`config.mk`:
```
export PLATFORM = sky130hd
export DESIGN_NAME = panel_sreg_ctrl
export DESIGN_NICKNAME = d
export VERILOG_FILES = /design/src/rtl/panel_sreg_pkg.sv /design/src/rtl/panel_sreg_tick.sv /design/src/rtl/panel_sreg_frame.sv /design/src/rtl/panel_sreg_ctrl.sv
export SDC_FILE = /design/constraint.sdc
export NUM_CORES = 1
export LEC_CHECK = 0
export BUFFER_PORTS_ARGS = -buffer_cell sky130_fd_sc_hd__buf_2
export CAP_MARGIN = 20
export CELL_PAD_IN_SITES_DETAIL_PLACEMENT = 1
export CELL_PAD_IN_SITES_GLOBAL_PLACEMENT = 2
export CORE_MARGIN = 1.5
export CORE_UTILIZATION = 35
export CTS_CLUSTER_SIZE = 25
export DETAILED_ROUTE_END_ITERATION = 8
export GPL_TIMING_DRIVEN = 0
export PLACE_DENSITY = 0.78
export SYNTH_ARGS = -nofsm -noshare
export SYNTH_HDL_FRONTEND = slang
export SYNTH_SLANG_ARGS = --single-unit
```
`constraint.sdc`:
```
create_clock -name clk -period 2.6 [get_ports clk]
set_input_delay 0.13 -clock clk [delete_from_list [all_inputs] [get_ports clk]]
set_output_delay 0.13 -clock clk [all_outputs]
set_load 0.05 [all_outputs]
```
`src/rtl/panel_sreg_pkg.sv`:
```
package panel_sreg_pkg;

    localparam int ADDR_W     = 6;
    localparam int DATA_W     = 8;
    // address, direction bit, turnaround bit, data
    localparam int FRAME_W    = ADDR_W + 2 + DATA_W;
    localparam int IDX_W      = $clog2(FRAME_W);
    // frame index of the first data bit
    localparam int FIRST_DATA = ADDR_W + 2;

    typedef enum logic [2:0] {
        ST_IDLE,
        ST_REQ,
        ST_LEAD,
        ST_SHIFT,
        ST_TAIL,
        ST_REL
    } xfer_state_e;

    typedef struct packed {
        xfer_state_e         st;
        logic [IDX_W-1:0]    idx;
        logic                hi;
        logic [ADDR_W-1:0]   addr;
        logic                rd;
        logic [DATA_W-1:0]   wdata;
        logic [DATA_W-1:0]   rx;
        logic [DATA_W-1:0]   rdata;
        logic                cs_n;
        logic                sclk;
        logic                sdo;
        logic                oe;
        logic                req;
        logic                drv;
        logic                done;
    } ctrl_s;

    localparam ctrl_s CTRL_RESET = '{
        st:    ST_IDLE,
        idx:   '0,
        hi:    1'b0,
        addr:  '0,
        rd:    1'b0,
        wdata: '0,
        rx:    '0,
        rdata: '0,
        cs_n:  1'b1,
        sclk:  1'b1,
        sdo:   1'b0,
        oe:    1'b0,
        req:   1'b0,
        drv:   1'b0,
        done:  1'b0
    };

endpackage

```
`src/rtl/panel_sreg_tick.sv`:
```
module panel_sreg_tick #(
    parameter int HALF_DIV = 2
) (
    input  logic clk,
    input  logic rst_n,
    input  logic en,
    output logic tick
);
    localparam int CW = (HALF_DIV > 1) ? $clog2(HALF_DIV) : 1;
    localparam logic [CW-1:0] LAST = CW'(HALF_DIV - 1);

    logic [CW-1:0] cnt_d, cnt_q;

    always_comb begin
        cnt_d = cnt_q;
        if (!en) begin
            cnt_d = '0;
        end else if (cnt_q == LAST) begin
            cnt_d = '0;
        end else begin
            cnt_d = cnt_q + 1'b1;
        end
    end

    always_ff @(posedge clk or negedge rst_n) begin
        if (!rst_n) begin
            cnt_q <= '0;
        end else begin
            cnt_q <= cnt_d;
        end
    end

    assign tick = en && (cnt_q == LAST);

endmodule

```
`src/rtl/panel_sreg_frame.sv`:
```
module panel_sreg_frame
    import panel_sreg_pkg::*;
(
    input  logic [ADDR_W-1:0]  addr,
    input  logic               rd,
    input  logic [DATA_W-1:0]  wdata,
    output logic [FRAME_W-1:0] frame,
    output logic [FRAME_W-1:0] drive
);
    // The turnaround bit is sent as zero, and so is the data field of a read.
    assign frame = {addr, rd, 1'b0, (rd ? {DATA_W{1'b0}} : wdata)};

    // Bit position DATA_W is the turnaround bit. In a read the line is
    // released from that bit on.
    for (genvar p = 0; p < FRAME_W; p++) begin : g_drive
        if (p > DATA_W) begin : g_cmd
            assign drive[p] = 1'b1;
        end else begin : g_tail
            assign drive[p] = !rd;
        end
    end

endmodule

```
`src/rtl/panel_sreg_ctrl.sv`:
```
module panel_sreg_ctrl
    import panel_sreg_pkg::*;
#(
    parameter int HALF_DIV = 2
) (
    input  logic              clk,
    input  logic              rst_n,
    input  logic              start,
    input  logic [ADDR_W-1:0] addr,
    input  logic              rd,
    input  logic [DATA_W-1:0] wdata,
    output logic              busy,
    output logic              done,
    output logic [DATA_W-1:0] rdata,
    output logic              bus_req,
    input  logic              bus_gnt,
    output logic              bus_drv,
    output logic              cs_n,
    output logic              sclk,
    output logic              sda_out,
    output logic              sda_oe,
    input  logic              sda_in
);
    localparam logic [IDX_W-1:0] LAST_IDX  = IDX_W'(FRAME_W - 1);
    localparam logic [IDX_W-1:0] DATA_IDX0 = IDX_W'(FIRST_DATA);

    ctrl_s r_d, r_q;

    logic [FRAME_W-1:0] frame;
    logic [FRAME_W-1:0] drive;
    logic               tick;
    logic               tick_en;
    logic [IDX_W-1:0]   idx_next;
    logic [IDX_W-1:0]   pos_next;

    panel_sreg_frame i_frame (
        .addr  (r_q.addr),
        .rd    (r_q.rd),
        .wdata (r_q.wdata),
        .frame (frame),
        .drive (drive)
    );

    assign tick_en = (r_q.st == ST_LEAD) || (r_q.st == ST_SHIFT) || (r_q.st == ST_TAIL);

    panel_sreg_tick #(.HALF_DIV(HALF_DIV)) i_tick (
        .clk   (clk),
        .rst_n (rst_n),
        .en    (tick_en),
        .tick  (tick)
    );

    assign idx_next = r_q.idx + 1'b1;
    assign pos_next = LAST_IDX - idx_next;

    always_comb begin
        r_d      = r_q;
        r_d.done = 1'b0;
        unique case (r_q.st)
            ST_IDLE: begin
                if (start) begin
                    r_d.addr  = addr;
                    r_d.rd    = rd;
                    r_d.wdata = wdata;
                    r_d.req   = 1'b1;
                    r_d.st    = ST_REQ;
                end
            end
            ST_REQ: begin
                if (bus_gnt) begin
                    r_d.st   = ST_LEAD;
                    r_d.drv  = 1'b1;
                    r_d.cs_n = 1'b0;
                    r_d.sclk = 1'b1;
                    r_d.idx  = '0;
                    r_d.hi   = 1'b0;
                    r_d.rx   = '0;
                    r_d.sdo  = frame[FRAME_W-1];
                    r_d.oe   = drive[FRAME_W-1];
                end
            end
            ST_LEAD: begin
                if (tick) begin
                    r_d.st   = ST_SHIFT;
                    r_d.sclk = 1'b0;
                end
            end
            ST_SHIFT: begin
                if (tick) begin
                    if (!r_q.hi) begin
                        // rising edge: the slave samples, and so does the block in the data field of a read
                        r_d.hi   = 1'b1;
                        r_d.sclk = 1'b1;
                        if (r_q.rd && (r_q.idx >= DATA_IDX0)) begin
                            r_d.rx = {r_q.rx[DATA_W-2:0], sda_in};
                        end
                    end else if (r_q.idx == LAST_IDX) begin
                        r_d.st = ST_TAIL;
                    end else begin
                        // falling edge: present the next bit
                        r_d.hi   = 1'b0;
                        r_d.sclk = 1'b0;
                        r_d.idx  = idx_next;
                        r_d.sdo  = frame[pos_next];
                        r_d.oe   = drive[pos_next];
                    end
                end
            end
            ST_TAIL: begin
                if (tick) begin
                    r_d.st   = ST_REL;
                    r_d.cs_n = 1'b1;
                    r_d.oe   = 1'b0;
                end
            end
            ST_REL: begin
                r_d.st   = ST_IDLE;
                r_d.drv  = 1'b0;
                r_d.req  = 1'b0;
                r_d.done = 1'b1;
                if (r_q.rd) begin
                    r_d.rdata = r_q.rx;
                end
            end
            default: r_d = CTRL_RESET;
        endcase
    end

    always_ff @(posedge clk or negedge rst_n) begin
        if (!rst_n) begin
            r_q <= CTRL_RESET;
        end else begin
            r_q <= r_d;
        end
    end

    assign busy    = (r_q.st != ST_IDLE);
    assign done    = r_q.done;
    assign rdata   = r_q.rdata;
    assign bus_req = r_q.req;
    assign bus_drv = r_q.drv;
    assign cs_n    = r_q.cs_n;
    assign sclk    = r_q.sclk;
    assign sda_out = r_q.sdo;
    assign sda_oe  = r_q.oe;

endmodule

```
# Yosys cells after proc, flatten, opt, wreduce, memory -nomap -nowiden

Cells that the tools add are included.

$add $sub $neg: 3
$mul: 0
Divide/modulo/power cells: 0
Order comparisons: 2
Eq/ne operators: 18
Shift-type cells: 0
Multiplexer cells: 43
Bitwise gates (word level): 8
Reductions and logical operators: 26

Operators by type and width:

| kind                                                                    | count |
|---|---|
| 8-bit 2-to-1 mux                                                        | 8 |
| 15-bit one-hot mux with 2 select lines                                  | 1 |
| 8-bit one-hot mux with 3 select lines                                   | 1 |
| 3-bit 2-to-1 mux                                                        | 6 |
| 8-bit one-hot mux with 2 select lines                                   | 1 |
| 4-bit OR reduction                                                      | 4 |
| 15-bit 2-to-1 mux                                                       | 1 |
| 3-bit one-hot mux with 5 select lines                                   | 1 |
| 5-bit one-hot mux with 3 select lines                                   | 1 |
| 5-bit AND reduction                                                     | 3 |
| 2-bit inequality test, second input constant                            | 6 |
| 1-bit 2-to-1 mux                                                        | 11 |
| 2-bit by 1-bit inequality test with 1-bit output, second input constant | 5 |
| 5-bit OR reduction                                                      | 2 |
| 1-bit binary-select mux with 4-bit select                               | 2 |
| 1-bit inverter                                                          | 8 |
| 1-bit one-hot mux with 4 select lines                                   | 2 |
| 2-bit AND reduction                                                     | 4 |
| 7-bit 2-to-1 mux                                                        | 1 |
| 7-bit AND reduction                                                     | 1 |
| 3-bit by 2-bit equality test with 1-bit output, second input constant   | 2 |
| 3-bit equality test, second input constant                              | 2 |
| 1-bit one-hot mux with 3 select lines                                   | 2 |
| 3-bit AND reduction                                                     | 2 |
| other kinds (19)                                                        | 23 |

Register bits: 47
Bits in latches: 0
Bits in writable memories: 0
Bits in read-only memories: 0
Input bits: 20
Output and inout port bits: 16
Word-level logic and storage cells: 116
Memories kept: 0

# Longest topological paths before layout

Depth after elaboration: 8
Mapped depth: 7
Depth with buffers taken out: 6

# Modules after synthesis

Synthesis repeated with hierarchy kept, for this count alone.

Cells, all modules: 291
Area, all modules: 2721.4 sq um

Modules (own cells, without submodules):

| module           | times used | cells each | area each (sq um) | seq. area each (sq um) |
|---|---|---|---|---|
| panel_sreg_ctrl  | 1          | 254        | 2446.1            | 1153.6 |
| panel_sreg_frame | 1          | 34         | 234.0             | 0.0 |
| panel_sreg_tick  | 1          | 3          | 41.3              | 25.0 |

# Worst setup path before layout

OpenSTA, ideal clock, no wires.

Kind: register to register
Start: register r_q[40] in the netlist's numbering
End: register r_q (netlist bit sda_out)
Library setup time: 143 ps
Arrival time: 1686 ps
Data required time: 2457 ps
Path slack: 771 ps
Stages on the path, launching flop included: 6
Path buffers: 0
Period minus slack after synthesis: 1829 ps
Path through: dfrtp_1 > ha_1 > mux2_2 > a221o_1 > a31oi_1 > o221ai_1

Longest elaborated chain between the ends: 8
Elaborated cells on any way between the ends: 11
Classes of those cells: add/sub (2); eq/ne (2); mux (6); reduce/logical (1)

Ends and longest elaborated chain:

| element                                   | line                   | source |
|---|---|---|
| start, declared                           | panel_sreg_ctrl.sv:27  | `ctrl_s r_d, r_q;` |
| start signal, assigned                    | panel_sreg_ctrl.sv:133 | `r_q <= r_d;` |
| 4-bit by 1-bit adder with 4-bit output    | panel_sreg_ctrl.sv:53  | `assign idx_next = r_q.idx + 1'b1;` |
| 4-bit subtractor                          | panel_sreg_ctrl.sv:54  | `assign pos_next = LAST_IDX - idx_next;` |
| 1-bit binary-select mux with 4-bit select | panel_sreg_ctrl.sv:104 | `r_d.sdo = frame[pos_next];` |
| 1-bit 2-to-1 mux (not written as such)    | panel_sreg_ctrl.sv:104 |  |
| 3-bit 2-to-1 mux                          | panel_sreg_ctrl.sv:97  | `end else if (r_q.idx == LAST_IDX) begin` |
| 2-bit 2-to-1 mux                          | panel_sreg_ctrl.sv:90  | `if (!r_q.hi) begin` |
| 3-bit 2-to-1 mux                          | panel_sreg_ctrl.sv:89  | `if (tick) begin` |
| 1-bit one-hot mux with 3 select lines     | panel_sreg_ctrl.sv:59  | `unique case (r_q.st)` |

Several ways; a longest one is shown, not always the timed one. The select of a mux whose other input is x is not followed.
A chain may end at the register's enable or synchronous reset.

# Worst setup path in the final report

Start: register r_q[44] in the netlist's numbering
End: output busy

Longest elaborated chain between the ends: 1

Ends and longest elaborated chain:

| element            | line                   | source |
|---|---|---|
| 3-bit nonzero test | panel_sreg_ctrl.sv:137 | `assign busy = (r_q.st != ST_IDLE);` |
| end, declared      | panel_sreg_ctrl.sv:12  | `output logic busy,` |

No other way between the ends.

==> impl_metrics.toml <==
[synth]
synth.net_count = 271
syn_area_per_cell_um2 = 9.489
synth_top_area_frac = 0.4747
async_reset_ff_frac = 1.000
synth_top_area_cell = "dfrtp_1"
ys_ff_latch = 47
yosys-top-cells-area = "dfrtp_1, nand2_1, o21ai_1, o2bb2ai_1, buf_4"
ys_warn_count = 0
netlist_instances = 250
synth_cell_types = 49
synth_flop_cell = "dfrtp_1"
synth-edff-count = 0
syn-cell-area_um2 = 2372
yosysSeqAreaShare = 0.4968

[timing]
fin_crit_sh = 0.8087
drv_slew = 0
fmax_mhz = 475.6
hold_ws_ns = 0.03994
clock_skew_ns = 0.007470
fin_setup_tns_ns = 0
post-route-min-period_ns = 2.103
setup_viol = 0
relSlewSlack = 0.6247
hold_violations = 0
fin_ws_ns = 0.4975
rsz0062_at_grt = "no"
worstMarginPinSlew_ns = 0.5630

[die]
die_h_um = 85.33
fp.dieW_um = 85.33
pin_count = 36
dieArea_um2 = 7281
core_um2 = 6459
rows = 29
start_util = 0.3673

[worst_setup_path]
rrSetupSlack_ns = 0.60
r2r_cells = 5
cp_data_required_time_ns = 2.47
cp_max_fo = 10
arrival_ns = 1.97
r2r_start = "r_q[40]"
start_kind = "flop"
path_class = "reg -> out"
end_kind = "primary output"
r2r-end = "sda_out"

[min_path]
hold_path_class = "in -> reg"
min_to = "r_q[24]"
worstHoldPathCells = 3
min_from = "wdata[1]"

[clocking]
clkLatencyLatePin_ns = 0.31
cts_buffer_depth = 2
clock-sinks = 47
cts_max_level = 2
clock-root-buffer = "clkbuf_8"
cts_tree = "built"
cts_buffers = 5
clk_pin_slew_worst_paths_ns = 0.09

[place]
io_buffers = 35
routabilityCongestion = 0.7832
place_ws_ns = 0.5898
dp_cells = 362
hpwlAfterDp_um = 4060

[route]
routed_wl_um = 5755
drc = 1
wl_per_cell_um = 15.47
drt_pass1_iterations = 6
first_iter_violations = 71
postRouteAntennaNets = 0
routed-via-count = 1951
routed_via_density = 5.245

[layout]
fill_cells = 786
layout-drive-gt1-share = 0.2644
final_cells = 372
num_antenna_cells = 0
syn_to_final_growth_pct = 16.72
nets = 315

[grt]
grt_max_degree = 48
grtUsageTotal = 0.1808
antenna_found_initial = 0
grt_pass1_wl_um = 10500
grt_pass1_vias = 2142
overflow = 0

[job]
drv_cap = 0

[power_and_ir_drop]
p_clk_frac = 0.207
peakVddDrop_uv = 240.6
swShare = 0.3973
power_frac_seq = 0.418
combPwrFrac = 0.376
switching_power_mw = 0.9199
power.static_leakage_nw = 1.230
p_int_mw = 1.395
powerDensity_nw_per_um2 = 836.2

[run_status]
status = "finished with violations"
violations = "DRC"
-- Yosys cell counts, drive strengths merged (2+ instances only) --
cell type / number
nand2: 59
dfrtp: 45
o21ai: 36
buf: 17
nor2: 9
o2bb2ai: 9
a22oi: 8
inv: 8
a21oi: 7
clkbuf: 5
nand3: 4
nor3: 4
mux2: 3
mux4: 3
nand2b: 3
a31oi: 2
dfstp: 2
mux2i: 2
nor2b: 2
o22ai: 2
-- power groups by stage --
stage          clock network, mW  registers, mW  logic [mW]
3_3_place_gp                   0          0.981       0.867
6_report                   0.479          0.967       0.870
4_1_cts                    0.494          0.968       0.882
3_5_place_dp                   0          0.982       0.878
2_1_floorplan                  0           1.02       0.596
5_1_grt                    0.522          0.988       0.988
-- logic make-up after synthesis --
kind of cell             after synthesis  share of synthesized area
AND/OR/NAND/NOR                       87                     0.1609
buffers and inverters                 30                    0.06856
multiplexers                           8                    0.05116
flip-flops                            47                     0.4968
XOR/XNOR                               2                   0.007385
adder cells (fa/ha/maj)                1                   0.005273
AO/OA/AOI/OAI                         75                     0.2099
-- state kept, by name, summed over array words and instances (netlist names) --
| name | count |
|---|---|
| bus_req | 1 |
| rdata | 8 |
| r_q | 31 |
| sda_oe | 1 |
| sclk | 1 |
| cs_n | 1 |
| i_tick.cnt_q | 1 |
| sda_out | 1 |
| done | 1 |
| bus_drv | 1 |
-- worst max-delay path by stage --
stage / start / to / depth (start not counted)
final: r_q[44] / busy / 5
after global routing: r_q[44] / busy / 5
after CTS: r_q[44] / busy / 5
after detailed placement: r_q[40] / sda_out / 5
after global placement: r_q[40] / sda_out / 5
after floorplan: r_q[40] / sda_out / 5
-- metrics by stage --
| step | cell area, um2 | util | total power, mW |
|---|---|---|---|
| floorplan | 2372 | - | 1.618 |
| global placement | 2644 | 0.4093 | 1.848 |
| detailed placement | 2644 | 0.4093 | 1.860 |
| CTS | 2739 | 0.4241 | 2.344 |
| global route | 2769 | 0.4287 | 2.498 |
| finish | 2769 | 0.4287 | 2.315 |
-- repair_timing --
item,CTS,global route
hold buffers,0,1
resized for setup,0,0
buffers inserted,0,0
hold endpoints to repair,0,22
-- worst max-delay path, stage by stage, from the launching register on --
cell	delay, ns
dfrtp_1	0.46
buf_4	0.22
nor3_2	0.45
buf_2	0.30
inv_2	0.04
buf_2	0.20
-- cell type report --
type	instances	area [um2]	area share
Sequential cell	47	1179	0.4257
Multi-Input combinational cell	173	1031	0.3723
Timing Repair Buffer	37	205.2	0.07411
Buffer	22	132.6	0.04790
Tap cell	77	96.34	0.03479
Clock buffer	7	86.33	0.03118
Inverter	8	30.03	0.01084
Clock inverter	1	8.758	0.003163
-- layer usage --
metal	GRT usage	vias up	wire, um
met4	0.06012	0	74
li1	-	956	-
met1	0.2491	961	2818
met3	0.03016	5	168
met5	0	-	0
met2	0.2915	29	2693
-- cell usage in the layout, fill, tap and decap left out, drive strengths merged, types with 2 or more instances in the layout --
cell	netlist	final
dfrtp	45	45
o2bb2ai	9	9
o21ai	36	36
buf	17	53
inv	8	8
nand2	59	59
a31oi	2	2
a21oi	7	7
nor3	4	4
mux2i	2	2
nand3	4	4
clkbuf	5	12
mux2	3	3
mux4	3	3
nor2b	2	2
nand2b	3	3
a22oi	8	8
nor2	9	9
o22ai	2	2
dfstp	2	2
Note: power is estimated with default switching activity, not from simulation.
